## src/rtl/mcart_pkg.sv

```systemverilog
// Shared definitions for the multicart program-ROM mapper.
// Assumes the CPU address map places the switchable windows from $6000 up.
package mcart_pkg;
    localparam int WIN_N = 5;  // $6000, $8000, $A000, $C000, $E000

    typedef enum logic [1:0] {
        MODE_SPLIT_A = 2'd0,  // split halves, low half pages 0/1
        MODE_LINEAR  = 2'd1,  // linear 32 KiB, vertical mirroring
        MODE_SPLIT_B = 2'd2,  // split halves, low half pages 2/3
        MODE_LIN_HOR = 2'd3   // linear 32 KiB, horizontal mirroring
    } map_mode_e;
endpackage

```

## src/rtl/mcart_bank_regs.sv

```systemverilog
// Holds the game bank and layout mode written by the CPU.
// Assumes one write per cycle that cpu_wr is high; reset is synchronous, active low.
module mcart_bank_regs
    import mcart_pkg::*;
#(
    parameter int ADDR_W = 16,
    parameter int DATA_W = 8,
    parameter int BANK_W = 4
) (
    input  logic              clk,
    input  logic              rst_n,
    input  logic              wr,
    input  logic [ADDR_W-1:0] addr,
    input  logic [DATA_W-1:0] data,
    output logic [BANK_W-1:0] bank_q,
    output map_mode_e         mode_q
);
    localparam int MODE_HI_BIT = 4;
    localparam int MODE_LO_BIT = 1;

    logic [2:0] win;
    logic       hit_lo, hit_hi, hit_c;

    // Decode which 8 KiB write window the address falls in.
    always_comb begin
        win    = addr[ADDR_W-1 -: 3];
        hit_lo = (win == 3'b011);
        hit_hi = win[2];
        hit_c  = (win == 3'b110);
    end

    // Register update on CPU writes.
    always_ff @(posedge clk) begin
        if (!rst_n) begin
            bank_q <= '0;
            mode_q <= MODE_LINEAR;
        end else if (wr) begin
            if (hit_lo) begin
                mode_q <= map_mode_e'({data[MODE_HI_BIT], data[MODE_LO_BIT]});
            end else if (hit_hi) begin
                bank_q <= data[BANK_W-1:0];
                if (hit_c) begin
                    mode_q <= map_mode_e'({data[MODE_HI_BIT], mode_q[0]});
                end
            end
        end
    end

    // a low-window write sets both mode bits from the data.
    a_r2_mode_low_win: assert property (@(posedge clk) disable iff (!rst_n)
        $past(rst_n) && $past(wr) && $past(addr[ADDR_W-1 -: 3]) == 3'b011
        |-> mode_q == {$past(data[MODE_HI_BIT]), $past(data[MODE_LO_BIT])});

    // a $C000 write replaces only mode bit 1.
    a_r4_mode_c_win: assert property (@(posedge clk) disable iff (!rst_n)
        $past(rst_n) && $past(wr) && $past(addr[ADDR_W-1 -: 3]) == 3'b110
        |-> mode_q[1] == $past(data[MODE_HI_BIT]) && mode_q[0] == $past(mode_q[0]));

    // an upper-window write loads the bank.
    a_r3_bank_load: assert property (@(posedge clk) disable iff (!rst_n)
        $past(rst_n) && $past(wr) && $past(addr[ADDR_W-1])
        |-> bank_q == $past(data[BANK_W-1:0]));

    // no write strobe or an address below $6000 keeps both registers.
    a_r11_no_change: assert property (@(posedge clk) disable iff (!rst_n)
        $past(rst_n) && (!$past(wr) || $past(addr[ADDR_W-1 -: 3]) < 3'b011)
        |-> $stable(bank_q) && $stable(mode_q));

    // upper writes outside $C000-$DFFF keep the mode.
    a_r5_mode_kept: assert property (@(posedge clk) disable iff (!rst_n)
        $past(rst_n) && $past(wr) && $past(addr[ADDR_W-1]) && $past(addr[ADDR_W-1 -: 3]) != 3'b110
        |-> $stable(mode_q));
endmodule

```

## src/rtl/mcart_page_gen.sv

```systemverilog
// Forms the page number of each CPU window and picks the one addressed.
// Assumes win_sel holds CPU address bits 15:13; values below 3 produce page 0.
module mcart_page_gen
    import mcart_pkg::*;
#(
    parameter int PAGE_W = 6,
    parameter int BANK_W = 4
) (
    input  logic              clk,
    input  logic              rst_n,
    input  logic [BANK_W-1:0] bank,
    input  map_mode_e         mode,
    input  logic [2:0]        win_sel,
    output logic [PAGE_W-1:0] page,
    output logic              mirror_horiz
);
    localparam int SHIFT = PAGE_W - BANK_W;

    // Per-mode OR constant for a window index (0 = $6000 .. 4 = $E000).
    function automatic logic [PAGE_W-1:0] win_mask(input map_mode_e m, input int idx);
        logic [1:0]        low;
        logic [PAGE_W-1:0] hi;
        low = (idx == 0) ? 2'd3 : 2'(idx - 1);
        case (m)
            MODE_SPLIT_A: hi = (idx == 0) ? PAGE_W'(6'h2C) : (idx <= 2) ? PAGE_W'(6'h00) : PAGE_W'(6'h0C);
            MODE_SPLIT_B: hi = (idx == 0) ? PAGE_W'(6'h2E) : (idx <= 2) ? PAGE_W'(6'h02) : PAGE_W'(6'h0E);
            default:      hi = (idx == 0) ? PAGE_W'(6'h20) : PAGE_W'(6'h00);
        endcase
        return hi | PAGE_W'(low);
    endfunction

    logic [PAGE_W-1:0] bank_page;
    logic [PAGE_W-1:0] page_w [WIN_N];

    assign bank_page = {bank, SHIFT'(0)};

    // One page former per CPU window.
    for (genvar gi = 0; gi < WIN_N; gi++) begin : g_win
        assign page_w[gi] = bank_page | win_mask(mode, gi);
    end

    // Select the addressed window's page and the mirroring.
    always_comb begin
        page = '0;
        for (int i = 0; i < WIN_N; i++) begin
            if (win_sel == 3'(i + 3)) page = page_w[i];
        end
        mirror_horiz = (mode == MODE_LIN_HOR);
    end

    // split modes keep the upper half on pages x|0x0E/0x0F.
    a_r8_split_upper: assert property (@(posedge clk) disable iff (!rst_n)
        !mode[0] |-> page_w[3][3:1] == 3'b111 && page_w[4][3:1] == 3'b111);

    // mode 2 lifts the lower half by two pages.
    a_r8_split_b_low: assert property (@(posedge clk) disable iff (!rst_n)
        mode == MODE_SPLIT_B |-> page_w[1][1] && page_w[2][1]);
endmodule

```

## src/rtl/mcart_prg_mapper.sv

```systemverilog
// Top of the multicart program-ROM mapper: snoops CPU writes, keeps bank and
// mode, and translates CPU addresses at or above $6000 into ROM addresses.
// Assumes a synchronous active-low reset; translation is combinational.
module mcart_prg_mapper
    import mcart_pkg::*;
#(
    parameter int ADDR_W = 16,
    parameter int DATA_W = 8,
    parameter int BANK_W = 4,
    parameter int PAGE_W = 6,
    parameter int OFF_W  = 13,
    parameter int PRG_W  = PAGE_W + OFF_W
) (
    input  logic              clk,
    input  logic              rst_n,
    input  logic [ADDR_W-1:0] cpu_addr,
    input  logic [DATA_W-1:0] cpu_data,
    input  logic              cpu_wr,
    output logic [PRG_W-1:0]  prg_addr,
    output logic              prg_sel,
    output logic              mirror_horiz
);
    logic [BANK_W-1:0] bank_q;
    map_mode_e         mode_q;
    logic [PAGE_W-1:0] page;
    logic [2:0]        win_sel;

    assign win_sel = cpu_addr[ADDR_W-1 -: 3];

    mcart_bank_regs #(.ADDR_W(ADDR_W), .DATA_W(DATA_W), .BANK_W(BANK_W)) regs_i (
        .clk(clk), .rst_n(rst_n), .wr(cpu_wr), .addr(cpu_addr), .data(cpu_data),
        .bank_q(bank_q), .mode_q(mode_q)
    );

    mcart_page_gen #(.PAGE_W(PAGE_W), .BANK_W(BANK_W)) pages_i (
        .clk(clk), .rst_n(rst_n), .bank(bank_q), .mode(mode_q), .win_sel(win_sel),
        .page(page), .mirror_horiz(mirror_horiz)
    );

    // Drive the ROM address only inside the mapped range.
    always_comb begin
        prg_sel  = (win_sel >= 3'b011);
        prg_addr = prg_sel ? {page, cpu_addr[OFF_W-1:0]} : '0;
    end

    // below $6000 the ROM address is zero.
    a_r10_below_zero: assert property (@(posedge clk) disable iff (!rst_n)
        cpu_addr < ADDR_W'(16'h6000) |-> prg_addr == '0);

    // mapped accesses pass the in-page offset through.
    a_r10_offset: assert property (@(posedge clk) disable iff (!rst_n)
        cpu_addr >= ADDR_W'(16'h6000) |-> prg_sel && prg_addr[OFF_W-1:0] == cpu_addr[OFF_W-1:0]);

    // linear modes order $8000-$FFFF as bank page plus window number.
    a_r7_linear: assert property (@(posedge clk) disable iff (!rst_n)
        mode_q[0] && cpu_addr[ADDR_W-1]
        |-> prg_addr[PRG_W-1 -: PAGE_W] == {bank_q, cpu_addr[ADDR_W-2 -: 2]});
endmodule

```

## config.mk

```make
export PLATFORM = sky130hd
export DESIGN_NAME = mcart_prg_mapper
export DESIGN_NICKNAME = d
export VERILOG_FILES = /design/src/rtl/mcart_pkg.sv /design/src/rtl/mcart_bank_regs.sv /design/src/rtl/mcart_page_gen.sv /design/src/rtl/mcart_prg_mapper.sv
export SDC_FILE = /design/constraint.sdc
export NUM_CORES = 1
export LEC_CHECK = 0
export ABC_AREA = 1
export BUFFER_PORTS_ARGS = -buffer_cell sky130_fd_sc_hd__clkbuf_2
export CELL_PAD_IN_SITES_DETAIL_PLACEMENT = 1
export CELL_PAD_IN_SITES_GLOBAL_PLACEMENT = 2
export CORE_ASPECT_RATIO = 0.5
export CORE_UTILIZATION = 18
export DETAILED_ROUTE_END_ITERATION = 16
export PLACE_DENSITY = 0.78
export SLEW_MARGIN = 20
export SYNTH_ARGS = -nofsm -noshare
export SYNTH_HDL_FRONTEND = slang
export SYNTH_HIERARCHICAL = 1
export SYNTH_SLANG_ARGS = --single-unit
```

## constraint.sdc

```tcl
create_clock -name clk -period 0.95 [get_ports clk]
set_input_delay 0.1425 -clock clk [delete_from_list [all_inputs] [get_ports clk]]
set_output_delay 0.1425 -clock clk [all_outputs]
set_load 0.05 [all_outputs]
```

==> results of run 1 <==
-- cell type report --
class	count	area (sq um)	area share [%]
sequential	6	125	7.72
clock buffer	3	41.3	2.55
multi-input combinational	58	537	33.1
inverter	36	140	8.65
tap	51	63.8	3.94
timing repair buffer	59	713	44.0
-- layer usage --
metal,GRT usage [%],share of wire (%),wire length [um]
met1,13.5,41,936
met4,5.90,0.43,10
met3,2.38,3.2,73
met2,23.6,56,1290
met5,0,0,0
-- placed cells by master (no fill, tap or decap), drive strengths merged --
cell,instances
nor2,10
nand3,2
clkbuf,25
nand4,1
a21oi,22
o21ai,7
buf,37
dfxtp,6
nand2,16
inv,36
-- path summary, 6_finish.rpt --
path,slack [ns],start,end
worst min-delay path,0.18,rst_n,regs_i/mode_q[0]
worst min register to register,0.48,regs_i/bank_q[2],regs_i/bank_q[2]
worst max-delay path,-0.34,regs_i/mode_q[1],prg_addr[14]
worst max register to register,0.01,regs_i/mode_q[0],regs_i/mode_q[0]
-- report_power, final --
group / switching [mW] / internal, mW / total [mW]
Clock: 0.110 / 0.272 / 0.383
Combinational: 0.482 / 0.396 / 0.878
Sequential: 0.00988 / 0.271 / 0.280
Total: 0.602 / 0.939 / 1.54
-- sequential cells by signal, indices dropped and copies added (netlist names) --
name           flops
regs_i/bank_q      4
regs_i/mode_q      2
-- cell families (layout without fill, tap and decap cells) --
group / Yosys count / after routing / synth area share, %
buf+inv: 40 / 98 / 27.2
compound gates: 29 / 29 / 33.8
simple gates: 29 / 29 / 20.9
flops: 6 / 6 / 18.1
-- synthesized netlist by cell type --
master,number,area share (%)
inv_1,32,18
a21oi_2,21,28
nand2_1,10,5.7
nor2_1,10,5.7
dfxtp_1,6,18
o21ai_0,6,4.5
nand2_2,5,4.7
buf_6,4,6.8
inv_2,4,2.3
a21oi_1,1,0.75
nand2_4,1,1.7
nand3_1,1,0.75
nand3_2,1,1.5
nand4_1,1,0.94
o21ai_1,1,0.75
-- critical path: stages (launching register included) --
cell	delay, ns
dfxtp_2	0.33
inv_2	0.04
o21ai_2	0.12
nand2_1	0.06
inv_1	0.06
inv_2	0.04
a21oi_4	0.13
buf_12	0.15
-- repair_timing --
| item | in CTS | in global routing |
|---|---|---|
| setup buffers | 1 | 2 |
| pin swaps | 4 | 8 |
| setup endpoints to repair | 21 | 21 |
| hold endpoints to repair | 0 | 0 |
| resized for setup | 63 | 28 |
| cloned | 3 | 0 |
==> flow_metrics.tcl, run 1 <==
set metrics [dict create \
    status "finished, violations left" \
    violations "negative setup slack" \
    hold-worst-slack_ns 0.176 \
    coreArea_sq_um 3470 \
    yosys_warnings 6 \
    syn_avg_cell_area_sq_um 6.38 \
    fin_skew_ns 0 \
    dpl_cell_area_sq_um 1190 \
    synth-seq-area-share_pct 18.1 \
    insertion_delay_ns 0.22 \
    clk_pin_slew_ns 0.04 \
    relSlewSlack_pct 88.5 \
    portBuffers 44 \
    initial_core_util_pct 19.1 \
    die_w_um 87.8 \
    cellPowerDensity_nw_per_um2 951 \
    ioPinCount 48 \
    initialDrtViolationCount 12 \
    final_util_pct 46.7 \
    area_growth_pct 144 \
    hold_path_class "primary input to register" \
    post_drt_wl_per_cell_um 10.8 \
    power_mw 1.54 \
    h-tree-depth 1 \
    ff2ff_path_depth 5 \
    stdcell_area_sq_um 1620 \
    gp_congestion 0.649 \
    cts-root-buf "clkbuf_8" \
    fill_cells 413 \
    syn-num-nets 131 \
    arrival_ns 1.15 \
    dr.pass1.iters 4 \
    fin_setup_tns_ns -1.62 \
    fmax_mhz 774 \
    antenna_found_initial 0 \
    crit_type "register to output port" \
    holdPathStages 2 \
    numCtsBuffers 3 \
    worst_slew_pin_slew_ns 0.173 \
    final.period_utilization_pct 136 \
    grt_overflow 0 \
    critPathCaptureType "output port" \
    final_cells 213 \
    drc 0 \
    rsz0062_at_grt "true" \
    yosys.cell_types.count 15 \
    cts_sinks 6 \
    hold_buffers 0 \
    pre_cts_slack_ns -0.229 \
    drive_gt1_share_pct 69.1 \
    max_cap_viol_count 0 \
    viasPerCell 3.86 \
    drtAntennaViolNets 0 \
    irDropWorstVdd_v 0.000325 \
    synth-seq-cells 6 \
    cts_tree "yes" \
    slew_viol_final 0 \
    grt_pass1_vias 805 \
    min_period_ns 1.29 \
    fin_ws_ns -0.342 \
    finalNetCount 191 \
    insertedDiodeCount 0 \
    finalSetupViolCount 6 \
    dp.cells 204 \
    die_height_um 44.9 \
    netlist_area_sq_um 663 \
    crit_path_start_kind "register" \
    hold_viol 0 \
    crit_fanout 2 \
    wl_um 2310 \
    worstPathRequired_ns 0.81 \
    vias 823 \
    p_leak_nw 0.766 \
    syn-instance-count 104 \
    rows 15 \
    track_usage_pct 12.3 \
    grt_pass1_wl_um 3600 \
    cts_buffer_depth 2 \
    die_area_sq_um 3950 \
    dp_hpwl_um 1620 \
    grt_start_max_net_pins 9 \
]
(Power assumes the default switching activity.)
==> inputs of run 2 (changes only) <==
--- a/config.mk
+++ b/config.mk
@@ -10,9 +10,9 @@
 export CELL_PAD_IN_SITES_DETAIL_PLACEMENT = 1
 export CELL_PAD_IN_SITES_GLOBAL_PLACEMENT = 2
 export CORE_ASPECT_RATIO = 0.5
-export CORE_UTILIZATION = 18
+export CORE_UTILIZATION = 16
 export DETAILED_ROUTE_END_ITERATION = 16
-export PLACE_DENSITY = 0.78
+export PLACE_DENSITY = 0.73
 export SLEW_MARGIN = 20
 export SYNTH_ARGS = -nofsm -noshare
 export SYNTH_HDL_FRONTEND = slang
==> constraint.sdc (replaced) <==
create_clock -name clk -period 1.05 [get_ports clk]
set_input_delay 0.1575 -clock clk [delete_from_list [all_inputs] [get_ports clk]]
set_output_delay 0.1575 -clock clk [all_outputs]
set_load 0.05 [all_outputs]
==> flow_metrics.tcl, run 2 (synthesis gave the netlist of run 1 again) <==
set metrics [dict create \
    cts-root-buf "clkbuf_8" \
    post_drt_wl_per_cell_um 11.4 \
    insertion_delay_ns 0.22 \
    swShare_pct 38.8 \
    track_usage_pct 9.70 \
    initialDrtViolationCount 7 \
    min_period_ns 1.28 \
    final.period_utilization_pct 122 \
    finalNetCount 192 \
    critPathCaptureType "output port" \
    crit_type "register to output port" \
    top_register "regs_i/bank_q" \
    fin_ws_ns -0.232 \
    initial_core_util_pct 16.8 \
    dpl_cell_area_sq_um 1050 \
    final_util_pct 40.9 \
    layout_common_cells "23 x inv_1, 21 x buf_8, 20 x clkbuf_2" \
    area_growth_pct 143 \
    drc 0 \
    worstPathRequired_ns 0.89 \
    top_regs "regs_i/bank_q x4, regs_i/mode_q x2" \
    antenna_found_initial 0 \
    mostFrequentLayoutCell "inv_1" \
    clk_pin_slew_ns 0.03 \
    arrival_ns 1.12 \
    grt_overflow 0 \
    relSlewSlack_pct 87.7 \
    p_leak_nw 0.762 \
    seq_power_share_pct 18.3 \
    p_int_mw 0.844 \
    stdcell_area_sq_um 1610 \
    max_cap_viol_count 0 \
    gp_congestion 0.783 \
    finalSetupViolCount 20 \
    dp_hpwl_um 1430 \
    largest_register_ffs 4 \
    crit_path_start_kind "register" \
    status "finished, violations left" \
    grt_pass1_wl_um 3220 \
    cts_sinks 6 \
    die_height_um 47.5 \
    rsz0062_at_grt "true" \
    multi_input_area_sq_um 522 \
    crit_fanout 2 \
    dr.pass1.iters 3 \
    dp.cells 206 \
    irDropWorstVdd_v 0.000263 \
    hold_buffers 0 \
    die_area_sq_um 4420 \
    numCtsBuffers 3 \
    rows 16 \
    fmax_mhz 780 \
    grt_start_max_net_pins 21 \
    fin_setup_tns_ns -1.48 \
    cellPowerDensity_nw_per_um2 855 \
    fin_skew_ns 0 \
    h-tree-depth 1 \
    drive_gt1_share_pct 67.5 \
    hold_viol 0 \
    pre_cts_slack_ns -0.171 \
    grt_pass1_vias 738 \
    worst_slew_pin_slew_ns 0.184 \
    regArea_sq_um 125 \
    violations "negative setup slack" \
    die_w_um 93.0 \
    power_switching_mw 0.536 \
    viasPerCell 3.77 \
    insertedDiodeCount 0 \
    clkPwrFrac_pct 24.3 \
    drtAntennaViolNets 0 \
    wl_um 2470 \
    cts_buffer_depth 2 \
    fill_cells 470 \
    coreArea_sq_um 3940 \
    pwr-share-comb_pct 57.4 \
    hold_path_class "primary input to register" \
    vias 818 \
    cts_tree "yes" \
    final_cells 217 \
    portBuffers 44 \
    ioPinCount 48 \
    slew_viol_final 0 \
]
## run 2: cell types whose count changed in the layout (fill, tap and decap cells not counted), sizes merged
cell,before,now
clkinvlp,0,1
inv,36,35
clkbuf,25,26
## run 2: per-stage QoR
stage	hold slack, ns	power [mW]
floorplan	0.242	0.624
global placement	0.410	0.780
detailed placement	0.418	0.785
CTS	0.193	1.27
global route	0.211	1.45
finish	0.192	1.38
## run 2: layout make-up
class	instances	share of cell area, %
timing repair buffer	60	44.4
multi-input combinational	58	32.4
inverter	36	8.77
sequential	6	7.76
tap	54	4.19
clock buffer	3	2.56
## run 2: path summary, 6_finish.rpt
| check | start | to | slack [ns] | depth (start not counted) |
|---|---|---|---|---|
| hold / removal | rst_n | regs_i/mode_q[0] | 0.19 | 2 |
| hold reg to reg | regs_i/bank_q[1] | regs_i/bank_q[1] | 0.48 | 2 |
| setup / recovery | regs_i/mode_q[1] | prg_addr[14] | -0.23 | 7 |
| setup reg to reg | regs_i/mode_q[0] | regs_i/mode_q[0] | 0.23 | 4 |
## run 2: what timing repair did
action | in CTS | in global routing
gates resized for setup | 55 | 46
buffers inserted | 1 | 1
setup endpoints to repair | 21 | 21
cloned | 2 | 4
hold endpoints to repair | 0 | 0
pin swaps | 2 | 7
## run 2: per-layer routing
metal  wire length [um]  global-route usage [%]
met5                  0                       0
met4                  0                    2.77
met3                 38                    1.27
met2               1380                    21.2
met1               1050                    10.3
## run 2: power groups by stage
stage | Combinational, mW | Clock [mW] | Sequential, mW
floorplan | 0.372 | 0 | 0.252
global placement | 0.526 | 0 | 0.254
detailed placement | 0.531 | 0 | 0.254
CTS | 0.668 | 0.345 | 0.252
global route | 0.838 | 0.358 | 0.255
finish | 0.792 | 0.335 | 0.253
## run 2: worst max-delay path: stages, from the launching register on
cell     delay (ns)
dfxtp_2        0.32
inv_2          0.03
o21ai_1        0.11
nand2_1        0.07
inv_1          0.06
inv_2          0.04
a21oi_4        0.11
buf_8          0.16
==> inputs of run 3 (changes only) <==
--- a/config.mk
+++ b/config.mk
@@ -6,12 +6,12 @@
 export NUM_CORES = 1
 export LEC_CHECK = 0
 export ABC_AREA = 1
-export BUFFER_PORTS_ARGS = -buffer_cell sky130_fd_sc_hd__clkbuf_2
 export CELL_PAD_IN_SITES_DETAIL_PLACEMENT = 1
 export CELL_PAD_IN_SITES_GLOBAL_PLACEMENT = 2
 export CORE_ASPECT_RATIO = 0.5
-export CORE_UTILIZATION = 16
+export CORE_UTILIZATION = 25
 export DETAILED_ROUTE_END_ITERATION = 16
+export DONT_BUFFER_PORTS = 1
 export PLACE_DENSITY = 0.73
 export SLEW_MARGIN = 20
 export SYNTH_ARGS = -nofsm -noshare
==> flow_metrics.tcl, run 3 (synthesis gave the netlist of run 1 again) <==
set metrics [dict create \
    insertedDiodeCount 0 \
    fmax_mhz 787 \
    drive_gt1_share_pct 57.8 \
    vias 670 \
    crit_fanout 3 \
    dp_hpwl_um 1350 \
    arrival_ns 1.11 \
    drtAntennaViolNets 0 \
    power_mw 1.11 \
    status "finished, violations left" \
    crit_chain "inv_2, nand2_2, a21oi_2, inv_2, a21oi_4, buf_12" \
    fill_cells 301 \
    slew_viol_final 0 \
    ff2ff_path_depth 3 \
    rsz0062_at_grt "true" \
    largest_register_ffs 4 \
    cts_buffer_depth 2 \
    ioPinCount 48 \
    irDropWorstVdd_v 0.000902 \
    dr.pass1.iters 3 \
    wl_um 1610 \
    stdcell_area_sq_um 1030 \
    worst_slew_pin_slew_ns 0.184 \
    pre_cts_slack_ns -0.0413 \
    area_growth_pct 54.9 \
    final_util_pct 43.6 \
    final.period_utilization_pct 121 \
    min_period_ns 1.27 \
    grt_pass1_vias 578 \
    numCtsBuffers 3 \
    post_drt_wl_per_cell_um 9.90 \
    coreArea_sq_um 2360 \
    top_register "regs_i/bank_q" \
    hold_viol 0 \
    top_regs "regs_i/bank_q x4, regs_i/mode_q x2" \
    grt_pass1_wl_um 2370 \
    grt_overflow 0 \
    grt_start_max_net_pins 21 \
    finalNetCount 157 \
    violations "negative setup slack" \
    layout_common_cells "25 x inv_1, 17 x a21oi_2, 17 x buf_4" \
    initial_core_util_pct 28.1 \
    hold_path_class "primary input to register" \
    critical-path-max-stage-delay_ns 0.33 \
    critPathCaptureType "output port" \
    dp.cells 160 \
    cellPowerDensity_nw_per_um2 1080 \
    crit_path_start_kind "register" \
    max_cap_viol_count 0 \
    initialDrtViolationCount 10 \
    fin_skew_ns 0 \
    track_usage_pct 11.2 \
    fin_ws_ns -0.220 \
    rows 12 \
    finalSetupViolCount 6 \
    viasPerCell 4.11 \
    relSlewSlack_pct 87.6 \
    insertion_delay_ns 0.22 \
    die_area_sq_um 2880 \
    crit_type "register to output port" \
    antenna_found_initial 0 \
    portBuffers 0 \
    dpl_cell_area_sq_um 968 \
    final_cells 163 \
    h-tree-depth 1 \
    clk_pin_slew_ns 0.04 \
    cpMostUsedCell "inv_2" \
    die_w_um 74.8 \
    worstPathRequired_ns 0.89 \
    holdPathStages 1 \
    gp_congestion 0.705 \
    mostFrequentLayoutCell "inv_1" \
    cts-root-buf "clkbuf_8" \
    drc 0 \
    slowest_stage "dfxtp_2" \
    die_height_um 38.4 \
    p_leak_nw 0.510 \
    cts_sinks 6 \
    cts_tree "yes" \
]
[run 3: cell types whose count changed in the layout (fill, tap and decap cells not counted), moves of 2 or more]
cell and change:
a21oi_2 +14, a21oi_4 -14, buf_12 +3, buf_16 -2
buf_4 +11, buf_6 -3, buf_8 -21, clkbuf_16 -3
clkbuf_2 -20, inv_1 +2, o21ai_1 -2, o21ai_2 +2
[run 3: routing by layer]
| layer | routed length, um | vias up | global-route usage, % |
|---|---|---|---|
| li1 | - | 356 | - |
| met1 | 768 | 284 | 13.4 |
| met2 | 739 | 28 | 19.6 |
| met3 | 93 | 2 | 1.84 |
| met4 | 11 | 0 | 5.66 |
| met5 | 0 | - | 0 |
[run 3: cell type report]
cell class	instances	area [sq um]	area share [%]
Multi-Input combinational cell	58	403	39.2
Sequential cell	6	125	12.2
Tap cell	35	43.8	4.26
Clock buffer	3	41.3	4.02
Timing Repair Buffer	25	279	27.2
Inverter	36	135	13.2
[run 3: repair_timing]
item	4_1_cts	5_1_grt
pin swaps	4	2
gates cloned	0	0
setup buffers	1	0
hold buffers	0	0
endpoints found under the setup margin	6	6
resized for setup	11	3
hold endpoints to repair	0	0
[run 3: stage by stage]
step                hold WS (ns)  TNS (ns)
floorplan                  0.242   -0.0159
global placement           0.251  -0.00792
detailed placement         0.251   -0.0536
CTS                       0.0189    -0.938
global route              0.0307     -1.14
finish                    0.0268    -0.818
[run 3: path summary, 6_finish.rpt]
| check | startpoint | to | slack [ns] |
|---|---|---|---|
| max | regs_i/mode_q[0] | prg_addr[15] | -0.22 |
| min | rst_n | regs_i/mode_q[0] | 0.03 |
| max reg2reg | regs_i/mode_q[0] | regs_i/mode_q[0] | 0.30 |
| min reg2reg | regs_i/bank_q[2] | regs_i/bank_q[2] | 0.48 |
[run 3: power breakdown]
part / total [mW] / leakage (nW) / switching, mW / internal (mW)
Combinational: 0.514 / 0.438 / 0.336 / 0.178
Clock: 0.343 / 0.0216 / 0.0970 / 0.246
Sequential: 0.254 / 0.0500 / 0.00903 / 0.245
[run 3: critical path: cells and delay by family (launching register included)]
family                 cells  cell delay [ns]
DFF                        1             0.33
AOI/OAI and AO/OA          2             0.26
buffers and inverters      3             0.25
and+or+nand+nor            1             0.05
